===== src/rtl/bist_chk_pkg.sv =====
package bist_chk_pkg;

    localparam int CNT_W = 8;
    localparam logic [CNT_W-1:0] CNT_MAX = {CNT_W{1'b1}};

    typedef enum logic [1:0] {
        ST_FAIL = 2'd0,
        ST_PASS = 2'd1,
        ST_ERR  = 2'd2
    } verdict_e;

    typedef struct packed {
        logic hit;
        logic miss;
    } cmp_res_t;

    function automatic logic [CNT_W-1:0] sat_inc(input logic [CNT_W-1:0] v);
        return (v == CNT_MAX) ? v : v + 1'b1;
    endfunction

endpackage


===== src/rtl/bist_result.sv =====
module bist_result
    import bist_chk_pkg::*;
(
    input  logic             clk,
    input  logic             rst,
    input  logic             clr,
    input  cmp_res_t         cmp,
    output verdict_e         verdict,
    output logic [CNT_W-1:0] cnt
);
    verdict_e         verdict_d;
    logic [CNT_W-1:0] cnt_d;

    always_comb begin
        verdict_d = verdict;
        cnt_d     = cnt;
        if (clr) begin
            verdict_d = ST_FAIL;
            cnt_d     = '0;
        end else if (cmp.miss) begin
            verdict_d = ST_ERR;
            cnt_d     = sat_inc(cnt);
        end else if (cmp.hit && verdict != ST_ERR) begin
            verdict_d = ST_PASS;
        end
    end

    always_ff @(posedge clk) begin
        if (rst) begin
            verdict <= ST_FAIL;
            cnt     <= '0;
        end else begin
            verdict <= verdict_d;
            cnt     <= cnt_d;
        end
    end

    assert_err_latch_R4: assert property (@(posedge clk) disable iff (rst)
        (verdict == ST_ERR && !clr) |=> (verdict == ST_ERR));

    assert_cnt_step_R5: assert property (@(posedge clk) disable iff (rst)
        !clr |=> (cnt == $past(cnt) || cnt == $past(cnt) + 1'b1));

    assert_cnt_sat_R6: assert property (@(posedge clk) disable iff (rst)
        (cnt == CNT_MAX && !clr) |=> (cnt == CNT_MAX));

    assert_clear_R7: assert property (@(posedge clk) disable iff (rst)
        clr |=> (cnt == '0 && verdict == ST_FAIL));

    assert_pass_on_hit_R3: assert property (@(posedge clk) disable iff (rst)
        (cmp.hit && !clr && verdict != ST_ERR) |=> (verdict == ST_PASS));
endmodule


===== config.mk =====
export PLATFORM = sky130hd
export DESIGN_NAME = bist_result
export DESIGN_NICKNAME = d
export VERILOG_FILES = /design/src/rtl/bist_chk_pkg.sv /design/src/rtl/bist_result.sv
export SDC_FILE = /design/constraint.sdc
export NUM_CORES = 1
export LEC_CHECK = 0
export ABC_AREA = 1
export CELL_PAD_IN_SITES_DETAIL_PLACEMENT = 0
export CELL_PAD_IN_SITES_GLOBAL_PLACEMENT = 2
export CORE_UTILIZATION = 21
export DETAILED_ROUTE_END_ITERATION = 10
export GPL_TIMING_DRIVEN = 0
export HOLD_SLACK_MARGIN = 0.05
export PLACE_DENSITY_LB_ADDON = 0.1
export SLEW_MARGIN = 5
export SYNTH_ARGS = -nofsm -noshare
export SYNTH_HDL_FRONTEND = slang
export SYNTH_SLANG_ARGS = --single-unit
export TNS_END_PERCENT = 100

===== constraint.sdc =====
create_clock -name clk -period 1.2 [get_ports clk]
set_input_delay 0.18 -clock clk [delete_from_list [all_inputs] [get_ports clk]]
set_output_delay 0.18 -clock clk [all_outputs]
set_load 0.01 [all_outputs]

### Word level (Yosys, flattened, before mapping)

Index checks and enable logic that the tools add are counted.

| word-level totals | value |
|---|---|
| bits in registers | 10 |
| bits of input ports | 5 |
| output and inout bits | 10 |

| operators by class | value |
|---|---|
| add/subtract/negate cells | 1 |
| equal/unequal tests | 2 |
| muxes and demuxes | 2 |
| bitwise operators | 1 |
| reduce and logical (&&, ||, !) cells | 5 |

Operators with widths:

| cell | count |
|---|---|
| $add 8x1->8 const B | 1 |
| $eq 8x8->1 const B | 1 |
| $mux 2 | 2 |
| $reduce_or 3->1 | 1 |
| $ne 2x2->1 const B | 1 |
| $reduce_and 2->1 | 1 |
| $reduce_bool 2->1 | 1 |
| $reduce_or 2->1 | 1 |
| $logic_and 1x1->1 | 1 |
| $not 1->1 | 1 |

### Depth between registers and ports, before layout

Gate-level depths: netlist of run 1.

| logic depth | value |
|---|---|
| depth in word-level cells | 4 |
| depth in mapped cells | 8 |

### Least setup slack after synthesis of run 1

No wires, ideal clock.

| timing path | value |
|---|---|
| kind | register to register |
| start | register cnt[0] |
| end | register cnt[5] |
| data arrival time | 1.132 ns |
| path slack | -0.047 ns |
| stages on the path, launching flop included | 7 |
| buffers on the path | 0 |
| period minus slack after synthesis | 1.247 ns |
| path through | dfxtp_1 -> ha_1 -> nand2_1 -> nor2_2 -> nand2_4 -> a21oi_1 -> nor2_1 |

| on the way | value |
|---|---|
| word-level cells in the longest chain between the ends | 3 |
| elaborated cells between the ends (all ways) | 4 |
| those cells by class | add/sub: 1; eq/ne: 1; bitwise: 1; reduce/logical: 1 |

Ends and longest elaborated chain:

| what | line | RTL |
|---|---|---|
| start: declaration | bist_result.sv:9 | `output logic [CNT_W-1:0] cnt` |
| start signal: assignment | bist_result.sv:34 | `cnt <= cnt_d;` |
| branches (longest 3 deep; another with $add 8x1->8) | -- |  |

Several ways; the timed one is not identified.
A chain may end at the register's enable or synchronous reset.

### Worst setup path in the final report of run 1

| timing path | value |
|---|---|
| start | register cnt[0] |
| end | register cnt[4] |

Same word-level chain as after synthesis.

==> metrics, run 1 <==
RSZ-0062 raised after global routing true; Critical Path Most Common Cell nand2_4; cells on worst reg2reg path 6; Worst-path clk slew 70 ps; antenna diode instance count 0; first-pass GRT wire length approximately 2.1 mm; worst hold stages 2; CTS tree done; most frequent cells after synthesis 11 x nand2_1, 11 x nor2_1, 10 x a21oi_1, 10 x dfxtp_1, 7 x inv_1; fraction of the yosys area taken by sequential cells between 30% and 40%; core area 2300 um^2; TritonCTS buffer count 3; Finished Layout Cells 120; DRC Markers 0; initial antenna violation count 0; Synth area leader dfxtp_1; drt via density 4.32; GRT Total Usage 11.0%; dpl hpwl 847 um; Mapped Avg Cell Area 7.33 um^2; drt pass-1 iters 2; type of origin of the critical path flip-flop; Crit path buffers/inverters 0; number of global-route vias before repair 438; clock tree buffer depth 2; final worst path period share 94.5%; max layer used met4; drt initial violations 4; slew at the pin closest to its max-slew limit 225 ps; met1 WL 670 um; crit-path max FO 5; top cell type's share of synthesized area about 38%; later-pin clock latency in the skew report 260 ps; clock period minus worst slack 1130 ps; Peak VDD IR about 0.37 mV; Max-Cap Viols 0; Fmax 882 MHz; top cells by area, synth dfxtp_1 38%, a21oi_1 9.5%, nand2_1 7.8%, nor2_1 7.8%, inv_1 5.0%; min-delay src cmp[0]; metal3 WL 63 um; arrival time worst endpoint 1290 ps; async set-reset flop share out of synthesis 0%; worst flop-to-flop path startpoint cnt[0]; Post-Synthesis Cells 72; GR Overflow Total 0; Leak ~0.36 nW; Worst Setup End Kind flip-flop; Die Width 52.1 um; largest net degree at the start of global routing 10; final setup TNS 0 ps; P&R area growth vs syn 49.5%; fin. max-slew vios 0; Mapped Nets 78; vias 518; Yosys reg bits 10; Cell Rows 17; core utilization of the finished layout 34.4%; critical path type reg2reg; WHS Endpoint verdict[0]; prevailing post-synth register cell dfxtp_1; delay-heaviest family, CP flip-flops; clock root cell clkbuf_4; hold crit path type in2reg; r2r setup slk 70 ps; share of layout cells above drive strength 1 between 30 and 40%; Critical Path RT 1360 ps; Layout Nets 100; Ports 15; relative slew slack 85.0%; pwr dens between 700 and 800 nW/um^2; post-route ant nets 0; Final setup viols 0; status complete, no violations; Die H 52.1 um; Port Buffer Count 13; Hold Buf Count CTS 0; RR Endpoint cnt[4]; Initial Utilization 23.0%; Sink Count 10; Yosys Warn Count 0; die area approximately 2700 um^2; number of synthesized flops with an enable pin 0; slowest CP cell dfxtp_4; routed wire length 1.27 mm; H-tree levels 1; post-synthesis cell area 528 um^2; met2 WL just over 500 um; Unique masters post-synth 18; Inst Count DP about 110; CP cell instances ha_4, nand2_4, nor2_4, nand2_4, a21oi_2, nor2_1; CP peak stage delay 370 ps; Worst Skew 1.82 ps; Final GP Congestion 0.706; drt wl/cell ~11 um; final hold viol count 0
## stage by stage
stage	setup slack [ps]	total power, mW	instance area [um^2]	hold WS, ps
final	66.4	0.629	790	188
after global routing	-12.3	0.672	790	190
after CTS	-0.242	0.641	751	161
after detailed placement	-79.6	0.408	696	443
after floorplan	20.3	0.379	531	318
after global placement	-59.5	0.409	696	447
## metal layers
metal  GRT usage (%)  vias up
met5               0        -
met4            7.89        0
met3            2.63        2
met2            15.0       10
met1            14.9      230
li1                -      276
## worst max-delay path by stage
stage | from | end | slack [ps] | cells after the start
detailed placement | clr | cnt[7] | -80 | 4
global placement | cnt[1] | cnt[5] | -60 | 6
CTS | cnt[1] | cnt[1] | -0.2 | 2
finish | cnt[0] | cnt[4] | 70 | 6
global route | cnt[0] | cnt[4] | -10 | 6
floorplan | cnt[0] | cnt[5] | 20 | 6
## cells in the final DEF, fill, tap and decap left out, drive strengths merged, types with 3 or more instances in the layout
cell type      instances
nand2                 17
nor2                  15
a21oi                 11
dfxtp                 10
dlygate4sd2            9
inv                    8
nand3                  6
buf                    4
clkbuf                 4
nor3                   3
clkdlybuf4s50          3
## state kept, by name, summed over array words and instances, names as in the netlist
register	count
cnt	8
verdict	2
## layout make-up
type	count	area (um^2)
inverter	8	30.0
timing repair buffer	16	136
multi-input combinational	54	349
sequential	10	209
fill	263	1510
clock buffer	3	22.5
buffer	1	7.51
tap	28	35.0
## kinds of logic (layout without fill, tap and decap cells)
family / count (synthesis) / after routing / share of synthesized area (%)
AND/OR/NAND/NOR: 41 / 42 / 41.5
AO/OA/AOI/OAI: 11 / 11 / 11.1
flip-flops: 10 / 10 / 37.9
buffers and inverters: 9 / 28 / 7.11
adder cells (fa/ha/maj): 1 / 1 / 2.37
## repair_timing
action / 4_1_cts / 5_1_grt
pin swaps: 2 / 9
buffers inserted: 1 / 2
gates resized for setup: 19 / 9
cloned: 1 / 0
endpoints found under the setup margin: 15 / 6
hold endpoints to repair: 0 / 0
## where the power goes
group	internal [mW]	switching [mW]	total [mW]
registers	0.336	0.00445	0.340
clock network	0.116	0.112	0.228
logic	0.0299	0.0310	0.0609
total	0.481	0.147	0.629
No activity file was read; power rests on OpenSTA's default activity.
==> run 2, diff against run 1 <==
Settings changed: ABC_AREA 1 to default, CORE_UTILIZATION 21 to 22.
==> run 2 against run 1 <==
- the flow now finishes with violations (negative setup slack)
- synthesized cell count shrank 25%
- power increased by 2.0%
- clock-buffer cell count stayed put
- register-to-register slack got worse by 200 ps
- clock power up 7%
- design area shrank 5.7%
- synthesized area down 8.1%
- combinational power down 2%
- cell count shrank 13%
- worst hold slack gained 220 ps
- critical endpoint is now cnt[6]
- largest power group unchanged
==> metrics, run 2 <==
Die H 49.0 um (-6.1%); Cell Rows 16 (-1); pwr dens 861 nW/um^2 (+8.2%); Tot Pwr 0.641 mW (+2.0%); status finished, violations left; initial antenna violation count 0 (unchanged); area occupied by multi-input gates 302 um^2 (-14%); drt initial violations 1 (-3); Fmax 752 MHz (-15%); most frequent cells after synthesis 10 x dfxtp_1, 7 x a21oi_1, 7 x nand2_1, 3 x mux2i_1, 3 x nor2_1; final worst path period share 111% (+16 points); fin. max-slew vios 0 (unchanged); Synth area leader dfxtp_1; Final WS setup -129 ps (-195 ps); Sink Count 10 (unchanged); dpl hpwl 815 um (-3.8%); clock period minus worst slack 1330 ps (+195 ps); CTS tree done; register area 213 um^2 (+1.8%); commonest non-fill, non-tap cell in the layout dlygate4sd2_1; slew at the pin closest to its max-slew limit 297 ps (+72.0 ps); CP peak stage delay 480 ps (+110 ps); crit-path max FO 4 (-1); Peak VDD IR 0.398 mV (+6.8%); GR Overflow Total 0 (unchanged); vias 496 (-4.2%); top cell type's share of synthesized area 41.2% (+3.3 points); Max-Cap Viols 0 (unchanged); prevailing post-synth register cell dfxtp_1; Finished Layout Cells 104 (-13%); largest register by flop count cnt; Layout Nets 84 (-16%); clock tree buffer depth 2 (unchanged); Hold Slack 407 ps (+218 ps); max FFs per register 8 (unchanged); Mapped Avg Cell Area 8.99 um^2 (+23%); antenna diode instance count 0 (unchanged); fillcell total 234 (-11%); Post-Synthesis Cells 54 (-25%); arrival time worst endpoint 1490 ps (+200 ps); P&R area growth vs syn 53.4%; Ports 15 (unchanged); number of global-route vias before repair 414 (-5.5%); Hold Buf Count CTS 0 (unchanged); core area 2020 um^2 (-12%); Unique masters post-synth 25 (+7); Regs by FF count cnt x8, verdict x2; largest net degree at the start of global routing 9 (-1); slowest CP cell or4b_1; drt wl/cell 10.8 um (+2.5%); TritonCTS buffer count 3 (unchanged); Worst Setup End Kind flip-flop; number of synthesized flops with an enable pin 0 (unchanged); violated checks negative setup slack; DRC Markers 0 (unchanged); GRT Total Usage 10.8% (-0.20 points); Worst Skew 5.36 ps (+3.54 ps); type of origin of the critical path flip-flop; CP cell instances ha_4, nand3_2, or4b_1, o211a_1; Inst Count DP 95 (-16%); drt via density 4.77 (+10%); commonest cells after routing, fill and taps aside 9 x dlygate4sd2_1, 7 x a21oi_1, 7 x nand2_1; Port Buffer Count 14 (+1); Yosys reg bits 10 (unchanged); final hold viol count 0 (unchanged); H-tree levels 1 (unchanged); Critical Path RT 1360 ps (about the same); Die Width 49.0 um (-6.1%); clock root cell clkbuf_4; critical path type reg2reg; RSZ-0062 raised after global routing true; Mapped Nets 60 (-23%); routed wire length 1.13 mm (-11%); first-pass GRT wire length 1.90 mm (-8.0%); Yosys Warn Count 0 (unchanged); count leader, synth dfxtp_1; fraction of the yosys area taken by sequential cells 41.2% (+3.3 points); later-pin clock latency in the skew report 270 ps (about the same); drt pass-1 iters 3 (+1); post-synthesis cell area 485 um^2 (-8.1%); Initial Utilization 24.0% (+1.0 points); post-route ant nets 0 (unchanged); Worst-path clk slew 70 ps (about the same); top cells by area, synth dfxtp_1 41%, a21oi_1 7.2%, mux2i_1 6.2%, nand2_1 5.4%, and4_2 4.1%; async set-reset flop share out of synthesis 0% (unchanged); relative slew slack 80.2% (-4.8 points); die area 2400 um^2 (-12%); Final GP Congestion 0.685 (-3.0%); hold crit path type in2reg; Leak 0.318 nW (-12%); Final setup viols 2 (+2); share of layout cells above drive strength 1 33.8% (-3.2 points)
run 2: cells by family after synthesis:
kind of cell               count (synthesis)  share of synthesized area, %
and+or+nand+nor                           23                          27.3
AOI/OAI and AO/OA                         15                          20.9
DFF                                       10                          41.2
muxes                                      3                          6.19
buffers and inverters                      2                          1.80
adders and majority gates                  1                          2.58
run 2: timing repair:
item,CTS,global route
pin swaps,2,1
resized for setup,18,4
endpoints found under the setup margin,15,8
endpoints found under the hold margin,0,0
setup buffers,5,0
run 2: report_power, final:
group          switching, mW  total, mW  internal, mW  leakage [nW]
sequential           0.00407      0.338         0.334        0.0845
clock                  0.124      0.244         0.120        0.0154
combinational         0.0268     0.0595        0.0326         0.218
run 2: through the flow:
stage	setup TNS, ps	utilization, %	worst slack (ps)	area, um^2
after CTS	-164	36.7	-137	742
after global routing	-429	36.8	-180	744
after detailed placement	-2010	33.6	-492	679
after floorplan	-95.5	-	-95.5	505
final	-138	36.8	-129	744
after global placement	-2010	33.6	-489	679
run 2: critical path: cells and delay by family, from the launching register on:
family,cells,cell delay [ps]
adder cells (fa/ha/maj),1,150
AND/OR/NAND/NOR,2,570
AO/OA/AOI/OAI,1,140
flip-flops,1,360
run 2: metal layers:
metal / vias up / part of all wire [%] / track usage [%]
met4: 0 / 2.3 / 8.82
met5: - / 0 / 0
met2: 11 / 43 / 15.7
li1: 253 / - / -
met3: 4 / 4.7 / 1.87
met1: 228 / 49 / 13.9
run 2: final cells by class:
class / count / area share, %
clock inverter: 1 / 0.504
buffer: 1 / 0.672
sequential: 10 / 28.6
tap: 27 / 4.54
timing repair buffer: 19 / 21.7
multi-input combinational: 42 / 40.5
clock buffer: 3 / 3.03
inverter: 1 / 0.504
run 2: path summary, 6_finish.rpt:
kind	start	end	slack (ps)	cells past startpoint
setup / recovery	cnt[0]	cnt[6]	-130	4
hold / removal	cmp[0]	verdict[0]	410	2
setup reg to reg	cnt[0]	cnt[6]	-130	4
hold reg to reg	cnt[4]	cnt[4]	490	1
==> run 3, diff against run 2 <==
Settings changed: CORE_UTILIZATION 22 to 25, SETUP_SLACK_MARGIN from default to 0.15.
Clock period 1.2 ns to 1.3 ns, I/O delays scaled along.
==> run 3 against run 2 <==
- the run still ends with negative setup slack left
- maximum frequency rose by 1.4%
- sequential share of layout area fell by 1.1 points
- design area rose by 7.7%
- first-iteration DRC count rose to 3.0 times the previous value
- power fell by 7.6%
- combinational power barely moved
- non-clock buffer count rose by 2
- largest power group unchanged
==> metrics, run 3 (same netlist as run 2, synthesis figures left out) <==
relative slew slack 78.0% (-2.2 points); crit-path max FO 3 (-1); Ports 15 (unchanged); RR Endpoint cnt[6]; drt initial violations 3 (+2); net switching power 0.139 mW (-10%); Die Width 46.1 um (-5.9%); Leak 0.316 nW (-0.36%); fin. max-slew vios 0 (unchanged); H-tree levels 1 (unchanged); Final GP Congestion 0.683 (-0.31%); RSZ-0062 raised after global routing true; combinational power share 10.0% (+0.7 points); largest register by flop count cnt; dpl hpwl 802 um (-1.6%); DRC Markers 0 (unchanged); Sink Count 10 (unchanged); final hold viol count 0 (unchanged); post-place setup slack -405 ps (+87.6 ps); Finished Layout Cells 104 (unchanged); drt wl/cell 11.2 um (+3.9%); Die H 46.1 um (-5.9%); largest net degree at the start of global routing 9 (unchanged); Fmax 763 MHz (+1.4%); Worst-path clk slew 70 ps (about the same); routed wire length 1.17 mm (+3.9%); final worst path period share 101% (-10 points); Sw Share 23.5% (-0.62 points); Initial Utilization 27.5% (+3.5 points); core utilization of the finished layout 45.5% (+8.6 points); drt via density 4.74 (-0.60%); Setup crit end cnt[6]; P&R area growth vs syn 65.2%; CP startpoint cnt[1]; area occupied by multi-input gates 318 um^2 (+5.4%); die area 2120 um^2 (-12%); Final WS setup -10.2 ps (+119 ps); Critical Path RT 1470 ps (+110 ps); commonest cells after routing, fill and taps aside 7 x nand2_1, 6 x a21oi_1, 5 x dfxtp_4, 5 x clkdlybuf4s15_1, 5 x buf_4; Layout Nets 86 (+2.4%); CTS tree done; max FFs per register 8 (unchanged); slew at the pin closest to its max-slew limit 329 ps (+32.4 ps); violated checks negative setup slack; pwr dens 739 nW/um^2 (-14%); clock tree buffer depth 2 (unchanged); Max-Cap Viols 0 (unchanged); clock root cell clkbuf_4; Final setup viols 1 (-1); arrival time worst endpoint 1480 ps (about the same); Hold Buf Count CTS 0 (unchanged); Worst Skew 10.3 ps (+4.97 ps); status finished, violations left; antenna diode instance count 0 (unchanged); vias 493 (-0.60%); drt pass-1 iters 3 (unchanged); Inst Count DP 93 (-2.1%); type of origin of the critical path flip-flop; Port Buffer Count 14 (unchanged); GRT Total Usage 13.1% (+2.3 points); commonest non-fill, non-tap cell in the layout nand2_1; Reg power frac 51.6% (-1.1 points); number of global-route vias before repair 445 (+7.5%); initial antenna violation count 0 (unchanged); Regs by FF count cnt x8, verdict x2; register area 220 um^2 (+3.5%); share of layout cells above drive strength 1 39.2% (+5.5 points); first-pass GRT wire length 1.87 mm (-1.8%); Tot Pwr 0.592 mW (-7.6%); post-route ant nets 0 (unchanged); worst flop-to-flop path startpoint cnt[1]; clock period minus worst slack 1310 ps (-18.7 ps); r2r setup slk -10 ps (+120 ps); TritonCTS buffer count 3 (unchanged); Worst Setup End Kind flip-flop; Cell Rows 15 (-1); later-pin clock latency in the skew report 270 ps (about the same); fillcell total 189 (-19%); GR Overflow Total 0 (unchanged); critical path type reg2reg; hold crit path type reg2reg; core area 1760 um^2 (-13%); P_int 0.453 mW (-6.8%); cells on worst reg2reg path 4 (unchanged); Peak VDD IR 0.482 mV (+21%); Clock power frac 38.4% (+0.3 points)
==> run 3: cell types whose count changed in the layout (fill, tap and decap cells not counted), sizes merged <==
cell           change
clkinv             -1
buf                +4
clkdlybuf4s15      +4
dlygate4sd2        -5
==> run 3: worst max-delay path, stage by stage (launching register included) <==
cell	delay [ps]
dfxtp_4	360
ha_4	150
nand3_4	80
or4b_1	480
o211a_1	140
==> run 3: worst min path at each step <==
stage                     startpoint    endpoint  slack, ps  cells past startpoint
after global placement        cnt[3]      cnt[3]        470                      1
after detailed placement      cnt[3]      cnt[3]        470                      1
after global routing          cnt[3]      cnt[3]        480                      1
final                         cnt[3]      cnt[3]        470                      1
after floorplan               cmp[0]  verdict[0]        270                      1
after CTS                     cmp[0]  verdict[0]        460                      2
==> run 3: layout make-up <==
class                      instances  area share (%)
multi-input combinational         42            39.6
sequential                        10            27.5
timing repair buffer              21            23.9
tap                               25            3.90
clock buffer                       4            3.28
buffer                             1            1.40
inverter                           1           0.468
==> run 3: power by group through the flow <==
stage          logic (mW)  registers (mW)  clock network [mW]
2_1_floorplan      0.0179           0.322                   0
3_3_place_gp       0.0505           0.321                   0
3_5_place_dp       0.0497           0.321                   0
4_1_cts            0.0537           0.312               0.240
5_1_grt            0.0658           0.306               0.254
6_report           0.0595           0.306               0.227
==> run 3: what timing repair did <==
action | 4_1_cts | 5_1_grt
setup buffers | 5 | 2
resized for setup | 24 | 18
setup endpoints to repair | 16 | 13
pin swaps | 3 | 5
hold endpoints to repair | 0 | 0
==> run 3: per-stage QoR <==
step | area [um^2] | setup TNS, ps | hold WS, ps
finish | 802 | -10.2 | 468
CTS | 739 | -17.1 | 463
global placement | 678 | -1380 | 474
global route | 802 | -116 | 479
detailed placement | 678 | -1240 | 472
floorplan | 507 | 0 | 274
==> run 3: layer usage <==
metal | part of all wire [%] | track usage (%) | wire, um
met2 | 41 | 19.2 | 485
met4 | 0.77 | 5.29 | 9
met1 | 51 | 16.0 | 599
met3 | 6.4 | 7.06 | 75
met5 | 0 | 0 | 0
